**src/rtl/pdsram_pkg.sv**
```systemverilog
package pdsram_pkg;
  localparam int LANES  = 4;
  localparam int LANE_W = 8;
  localparam int DW     = LANES * LANE_W;

  typedef struct packed {
    logic             sel;
    logic             wr;
    logic [LANES-1:0] mask;
  } ctl_t;

  // three-line chip select
  function automatic logic chip_sel(input logic a_n, input logic b, input logic c_n);
    return !a_n && b && !c_n;
  endfunction

  function automatic logic is_write(input logic g_n, input logic be_n);
    return !g_n || !be_n;
  endfunction

  // lanes written: global wins, else per-lane strobes gated by byte enable
  function automatic logic [LANES-1:0] lane_mask(input logic g_n, input logic be_n,
                                                 input logic [LANES-1:0] lw_n);
    if (!g_n)       return '1;
    else if (!be_n) return ~lw_n;
    else            return '0;
  endfunction
endpackage

```
**src/rtl/pdsram_in_stage.sv**
```systemverilog
module pdsram_in_stage
  import pdsram_pkg::*;
#(
  parameter int AW = 6
) (
  input  logic             clk,
  input  logic             rst_n,
  input  logic [AW-1:0]    addr_i,
  input  logic [DW-1:0]    din_i,
  input  logic             cs_a_n,
  input  logic             cs_b,
  input  logic             cs_c_n,
  input  logic             gwr_n,
  input  logic             bwr_n,
  input  logic [LANES-1:0] lane_wr_n,
  output logic [AW-1:0]    addr_q,
  output logic [DW-1:0]    din_q,
  output ctl_t             ctl_q
);
  ctl_t ctl_d;

  always_comb begin
    ctl_d.sel  = chip_sel(cs_a_n, cs_b, cs_c_n);
    ctl_d.wr   = is_write(gwr_n, bwr_n);
    ctl_d.mask = lane_mask(gwr_n, bwr_n, lane_wr_n);
  end

  always_ff @(posedge clk or negedge rst_n) begin
    if (!rst_n) begin
      addr_q <= '0;
      din_q  <= '0;
      ctl_q  <= '0;
    end else begin
      addr_q <= addr_i;
      din_q  <= din_i;
      ctl_q  <= ctl_d;
    end
  end
endmodule

```
**src/rtl/pdsram_array.sv**
```systemverilog
module pdsram_array
  import pdsram_pkg::*;
#(
  parameter int DEPTH = 64,
  parameter int AW    = $clog2(DEPTH)
) (
  input  logic             clk,
  input  logic             we,
  input  logic [LANES-1:0] wmask,
  input  logic [AW-1:0]    waddr,
  input  logic [DW-1:0]    wdata,
  input  logic [AW-1:0]    raddr,
  output logic [DW-1:0]    rdata
);
  logic [DW-1:0] mem [DEPTH];

  for (genvar g = 0; g < LANES; g++) begin : g_lane
    always_ff @(posedge clk) begin
      if (we && wmask[g])
        mem[waddr][g*LANE_W +: LANE_W] <= wdata[g*LANE_W +: LANE_W];
    end
  end

  assign rdata = mem[raddr];
endmodule

```
**src/rtl/pdsram_out_stage.sv**
```systemverilog
module pdsram_out_stage
  import pdsram_pkg::*;
(
  input  logic          clk,
  input  logic          rst_n,
  input  logic          rd_fire,
  input  logic          desel,
  input  logic [DW-1:0] rdata,
  output logic [DW-1:0] dq,
  output logic          rdv_q,
  output logic          drive_on
);
  logic rdv_q2;
  logic desel_q;

  always_ff @(posedge clk or negedge rst_n) begin
    if (!rst_n) begin
      dq      <= '0;
      rdv_q   <= 1'b0;
      rdv_q2  <= 1'b0;
      desel_q <= 1'b0;
    end else begin
      if (rd_fire) dq <= rdata;
      rdv_q   <= rd_fire;
      rdv_q2  <= rdv_q;
      desel_q <= desel;
    end
  end

  // hold drive one extra slot only when a read is followed by a deselect
  assign drive_on = rdv_q || (rdv_q2 && desel_q);
endmodule

```
**src/rtl/pdsram_core.sv**
```systemverilog
module pdsram_core
  import pdsram_pkg::*;
#(
  parameter int DEPTH = 64,
  localparam int AW   = $clog2(DEPTH)
) (
  input  logic             clk,
  input  logic             rst_n,
  input  logic [AW-1:0]    addr,
  input  logic [DW-1:0]    din,
  input  logic             cs_a_n,
  input  logic             cs_b,
  input  logic             cs_c_n,
  input  logic             gwr_n,
  input  logic             bwr_n,
  input  logic [LANES-1:0] lane_wr_n,
  input  logic             oe_n,
  output logic [DW-1:0]    dout,
  output logic             dout_en
);
  logic [AW-1:0]    addr_s1;
  logic [DW-1:0]    din_s1;
  ctl_t             ctl_s1;
  logic             sel_s1, wr_s1;
  logic [LANES-1:0] wmask_s1;
  logic             wr_fire, rd_fire;
  logic [DW-1:0]    rdata;
  logic [DW-1:0]    dq;
  logic             rdv_q, drive_on;

  pdsram_in_stage #(.AW(AW)) in_i (
    .clk(clk), .rst_n(rst_n), .addr_i(addr), .din_i(din),
    .cs_a_n(cs_a_n), .cs_b(cs_b), .cs_c_n(cs_c_n),
    .gwr_n(gwr_n), .bwr_n(bwr_n), .lane_wr_n(lane_wr_n),
    .addr_q(addr_s1), .din_q(din_s1), .ctl_q(ctl_s1)
  );

  assign sel_s1   = ctl_s1.sel;
  assign wr_s1    = ctl_s1.wr;
  assign wmask_s1 = ctl_s1.mask;
  assign wr_fire  = sel_s1 && wr_s1;
  assign rd_fire  = sel_s1 && !wr_s1;

  pdsram_array #(.DEPTH(DEPTH), .AW(AW)) arr_i (
    .clk(clk), .we(wr_fire), .wmask(wmask_s1), .waddr(addr_s1),
    .wdata(din_s1), .raddr(addr_s1), .rdata(rdata)
  );

  pdsram_out_stage out_i (
    .clk(clk), .rst_n(rst_n), .rd_fire(rd_fire), .desel(!sel_s1),
    .rdata(rdata), .dq(dq), .rdv_q(rdv_q), .drive_on(drive_on)
  );

  assign dout_en = drive_on && !oe_n;
  assign dout    = dout_en ? dq : '0;
endmodule

```
**config.mk**
```make
export PLATFORM = sky130hd
export DESIGN_NAME = pdsram_core
export DESIGN_NICKNAME = d
export VERILOG_FILES = /design/src/rtl/pdsram_pkg.sv /design/src/rtl/pdsram_in_stage.sv /design/src/rtl/pdsram_array.sv /design/src/rtl/pdsram_out_stage.sv /design/src/rtl/pdsram_core.sv
export SDC_FILE = /design/constraint.sdc
export NUM_CORES = 2
export LEC_CHECK = 0
export BUFFER_PORTS_ARGS = -buffer_cell sky130_fd_sc_hd__buf_2
export CAP_MARGIN = 40
export CORE_ASPECT_RATIO = 0.8
export CORE_MARGIN = 2
export CORE_UTILIZATION = 60
export DETAILED_ROUTE_END_ITERATION = 7
export GPL_ROUTABILITY_DRIVEN = 0
export PLACE_DENSITY = 0.76
export SLEW_MARGIN = 20
export SYNTH_ARGS = -nofsm -noshare
export SYNTH_HDL_FRONTEND = slang
export SYNTH_HIERARCHICAL = 1
export SYNTH_SLANG_ARGS = --single-unit
```
**constraint.sdc**
```tcl
create_clock -name clk -period 3.8 [get_ports clk]
set_input_delay 0.19 -clock clk [delete_from_list [all_inputs] [get_ports clk]]
set_output_delay 0.19 -clock clk [all_outputs]
set_load 0.02 [all_outputs]
```
Word-level counts from Yosys, hierarchy flattened

Memory sizes are Yosys's and may differ from the RTL's. A register that Yosys moved wholly into a read port is not among the register bits.
Index checks and enable logic that the tools add are counted.

Mux-type cells: 11
Reductions and logical operators: 20
Bitwise gates (word level): 1

Operators with widths:

| kind               | count |
|---|---|
| 32-bit two-way mux | 1 |
| 1-bit logical AND  | 10 |
| 1-bit zero test    | 8 |
| 1-bit two-way mux  | 8 |
| 4-bit two-way mux  | 2 |
| 4-bit NOT          | 1 |
| 1-bit logical OR   | 2 |

Memories: 1
Register bits: 47
Bits in writable memories: 2048
Input bits: 50

Memory list:

| memory    | depth | bits a word | rd ports | clocked after memory_dff | wr ports | RTL line           | text |
|---|---|---|---|---|---|---|---|
| arr_i.mem | 64    | 32          | 1        | 1                        | 1        | pdsram_array.sv:15 | `logic [DW-1:0] mem [DEPTH];` |

Logic depth before layout (Yosys ltp)

Word-level depth: 4
Gate-level depth with buffers: 11
Gate-level depth less buffers: 6

Modules after synthesis

Netlist, hierarchy kept.

Modules (own cells, without submodules):

| module           | cells each | instances | area each (µm²) | seq. area each (µm²) |
|---|---|---|---|---|
| pdsram_array     | 3544       | 1         | 79130.9         | 61499.0 |
| pdsram_out_stage | 72         | 1         | 1427.6          | 875.8 |
| pdsram_in_stage  | 50         | 1         | 1137.3          | 1101.1 |
| pdsram_core      | 42         | 1         | 355.3           | 0.0 |

Worst setup path before layout

Ideal clock, no wire load.

Kind: reg2reg
Start point: register in_i.addr_q[2]
End point: register out_i.dq[16], read port of arr_i.mem
Path slack: 1.369 ns
Setup time: 0.125 ns
Buffers on the path: 3
Cell stages (with the launch flop): 9
Data arrival time: 2.306 ns
Clock period less this slack: 2.431 ns
Cell sequence: dfrtp_1 > buf_2 > clkbuf_1 > buf_2 > mux4_2 > mux4_2 > a21oi_1 > o211ai_1 > mux2_4

RTL lines:

| what                   | RTL line              | text |
|---|---|---|
| start, declared        | pdsram_in_stage.sv:16 | `output logic [AW-1:0] addr_q,` |
| start signal, assigned | pdsram_in_stage.sv:34 | `addr_q <= addr_i;` |
| end, declared          | pdsram_out_stage.sv:9 | `output logic [DW-1:0] dq,` |

Worst setup path in the final report

Start point: register in_i.addr_q[1]
End point: memory arr_i/mem[22][2] in the netlist's numbering, enable pin

RTL lines:

| what          | RTL line |
|---|---|
| end, declared | pdsram_array.sv:15 |

Straight into the memory's write port.

==> run summary <==
The number of instances in the synthesized netlist is around 3700. The worst setup path is captured at a flip-flop. The CTS buffer count came out at roughly 190. The tree is rooted in a clkbuf_16. The clock latency reported for the late side of the worst-skew pair is around 0.87 ns.

In this run the worst hold path is classified as in2reg. The number of antenna violations at the first check in global routing is 10. The H-tree was split into 4 levels. The number of setup buffers added after CTS is 0. The clock arrives with between 0.03 and 0.04 ns of skew.

The register area share after synthesis came out at roughly 77%. The maximum net fanout on the critical path is 26. Averaged over all synthesized cells, the footprint is about 22 µm². The run finished, with violations left.

The residual DRC count is 470. The number of enable flip-flop cells after synthesis is between 2000 and 2500. The number of max-slew violations in the final report came out at 0. The power density of the placed cells came out at 507 nW/µm². For this run, the leading register cell type out of synthesis is edfxtp_1. After the last flow step, the layout net total stands at ~4300.

The first global-routing pass estimated between 300000 and 400000 µm of wire. At the worst endpoint, the arrival time is around 3.9 ns. Sorting the synthesized cells by area gives the leading types as edfxtp_1 (75%), mux4_2 (15%), dfrtp_1 (2.4%), nor2_1 (1.3%), mux2i_1 (0.96%). The die span in y came out at roughly 330 µm. The total I/O pin count came out at between 80 and 90. The max-capacitance violation count came out at 0. The number of warnings issued by yosys came out at 6. The largest area contributor in the synthesized netlist is edfxtp_1. The peak supply drop is 518 µV.

Setup violations remaining at the end of the flow were counted as 0. The via count normalized by instance count is between 6 and 7. The synthesized design contains 2127 register bits.

The checks that failed: design-rule violations. Global routing finished with a remaining overflow of 0. The relative max-transition margin came out at between 30% and 40%. The worst path uses ~89% of the clock period.

The netlist area before placement is between 80000 and 90000 µm². In this run, the number of DRC markers left after iteration 0 of detailed routing was between 7000 and 8000. The fraction of final layout cells sized beyond drive strength 1 is approximately a third.

The placed cell count is ~5800. The post-synthesis net count came out at 3758. The via count of the first global-routing pass came out at approximately 42000. The longest clock path from root to sink contains 3 buffers.

The share of flip-flops with an asynchronous set or reset after synthesis came out at between 3 and 4%. The commonest cells after synthesis are edfxtp_1 (2048), mux4_2 (543), nor2_1 (280). The area growth from synthesis to layout is 15.5%. The count of buffers inserted at the top-level ports is 82.

Dividing the detail-routed wire length by the instance count gives 35.8 µm. TritonCTS built the clock tree. In this run the remaining antenna-violating nets after routing total 0. The achievable frequency came out at 0.296 GHz. For the worst setup path, the data required time is between 4 and 5 ns.

The maximum number of pins on one net before global-route repair came out at 65. The pre-antenna-repair detailed-routing pass consisted of 8 iterations. The worst stage delay on the critical path came out at 0.84 ns. The initial utilization of the core area, before any placement, comes to 60.4%. The floorplan has 121 rows. The die is between 400 and 500 µm wide. The total number of clock tree sinks came out at approximately 2100. The total routing resource utilization after global routing is 32.5%. The via count of the routed design is approximately 43000. The leakage power summed over all cells is slightly above 30 nW. The critical path in this run is classified as reg2reg.

Traced cell by cell, the critical path runs through buf_4 -> nand2_1 -> nor2_1 -> nand2_1 -> nor2_1 -> buf_4. The number of non-filler instances in the completed layout is just over 6000. The area fraction of the dominant cell type after synthesis came out at 75.0%. The slowest stage of the critical path belongs to the cell dfrtp_4. The post-cts gate resize count is 0. The total count of hold-check failures in the final report came to 0.

The detailed-route wire length is 223000 µm. After routing, the total negative slack on setup checks comes to 0 ns. Synthesis instantiated 43 different standard cells from the library. Setup repair after global routing left no endpoint under its margin.

The die area came out at roughly 140000 µm². STA classifies the critical path startpoint as a flip-flop. The worst path in the final design needs a cycle of approximately 3.4 ns, including I/O delays and setup. The HPWL after detailed placement came out at 141000 µm. The floorplan core area came out at ~140000 µm². The most common cell in the synthesized netlist is edfxtp_1. The clock-pin slew on the worst setup and hold paths came out at ~0.07 ns. At the pin with the least slew margin, the transition time is slightly above 1 ns.
==> kinds of logic (layout without fill, tap and decap cells) <==
kind of cell / Yosys count / in the layout / synth area share [%]
buffers and inverters: 221 / 946 / 1.46
AOI/OAI and AO/OA: 205 / 205 / 1.76
muxes: 681 / 681 / 16.8
DFF: 2127 / 2127 / 77.4
other: 0 / 21 / 0
and+or+nand+nor: 474 / 474 / 2.60
==> power breakdown <==
| part | internal [mW] | switching (mW) | total (mW) |
|---|---|---|---|
| registers | 25.8 | 0.398 | 26.2 |
| logic | 1.10 | 1.38 | 2.48 |
| clock network | 10.5 | 8.85 | 19.4 |
==> cell type report <==
cell class	count	area, µm²
flip-flops and latches	2127	63500
fillers	7794	41200
multi-input cells	1360	17400
repair buffers	591	5330
clock buffers	246	5150
well taps	1783	2230
clock inverters	108	1030
diodes	21	52.6
inverters	1	3.75
==> through the flow <==
| step | hold WS, ns | setup slack (ns) | utilization [%] | cell area [µm²] | power, mW |
|---|---|---|---|---|---|
| CTS | 0.0238 | 0.606 | 69.6 | 94600 | 47.9 |
| global placement | 0.298 | 0.637 | 63.9 | 86900 | 28.9 |
| global route | 0.0354 | 0.461 | 69.7 | 94700 | 48.9 |
| detailed placement | 0.121 | 0.633 | 64.5 | 87600 | 29.1 |
| floorplan | -0.106 | 1.37 | - | 82100 | 27.9 |
| finish | 0.0412 | 0.426 | 69.7 | 94800 | 48.1 |
==> final timing paths <==
path                           startpoint          endpoint  slack, ns  depth (start not counted)
max                        in_i/addr_q[1]  arr_i/mem[22][2]       0.43                          6
min                               addr[3]    in_i/addr_q[3]       0.04                          2
max reg2reg                in_i/addr_q[1]  arr_i/mem[22][2]       0.43                          6
min reg2reg                   out_i/rdv_q      out_i/rdv_q2       0.38                          0
max in group asynchronous           rst_n    in_i/din_q[17]       2.45                          5
min in group asynchronous           rst_n     in_i/din_q[0]       0.52                          4
==> sequential cells by signal, summed over array words and instances, names as in the netlist <==
signal         cells
arr_i/mem       2048
in_i/addr_q        6
in_i/ctl_q         6
in_i/din_q        32
out_i/desel_q      1
out_i/dq          32
out_i/rdv_q        1
out_i/rdv_q2       1
==> layer usage <==
layer	track usage, %	up-vias	wire [µm]
met5	1.63	-	607
met4	13.2	22	10100
met3	10.9	581	30500
met2	47.3	3392	101000
met1	45.8	22302	80900
li1	-	16652	-
==> timing repair <==
action,CTS,global route
endpoints found under the setup margin,0,0
hold endpoints to repair,123,0
hold buffers,77,0
==> placed cells by master (no fill, tap or decap), drive strengths merged, types with 59 or more instances in the layout <==
| master | count |
|---|---|
| mux2i | 79 |
| mux4 | 543 |
| edfxtp | 2048 |
| clkbuf | 246 |
| buf | 514 |
| nand2 | 86 |
| mux2 | 59 |
| nor2 | 280 |
| clkinv | 80 |
| dlygate4sd3 | 77 |
| dfrtp | 79 |
==> worst max-delay path, delay by kind of cell, from the launching register on <==
kind / cells / cell delay, ns
buffers and inverters: 2 / 0.56
DFF: 1 / 0.84
and+or+nand+nor: 4 / 1.63
(Power assumes the default switching activity.)
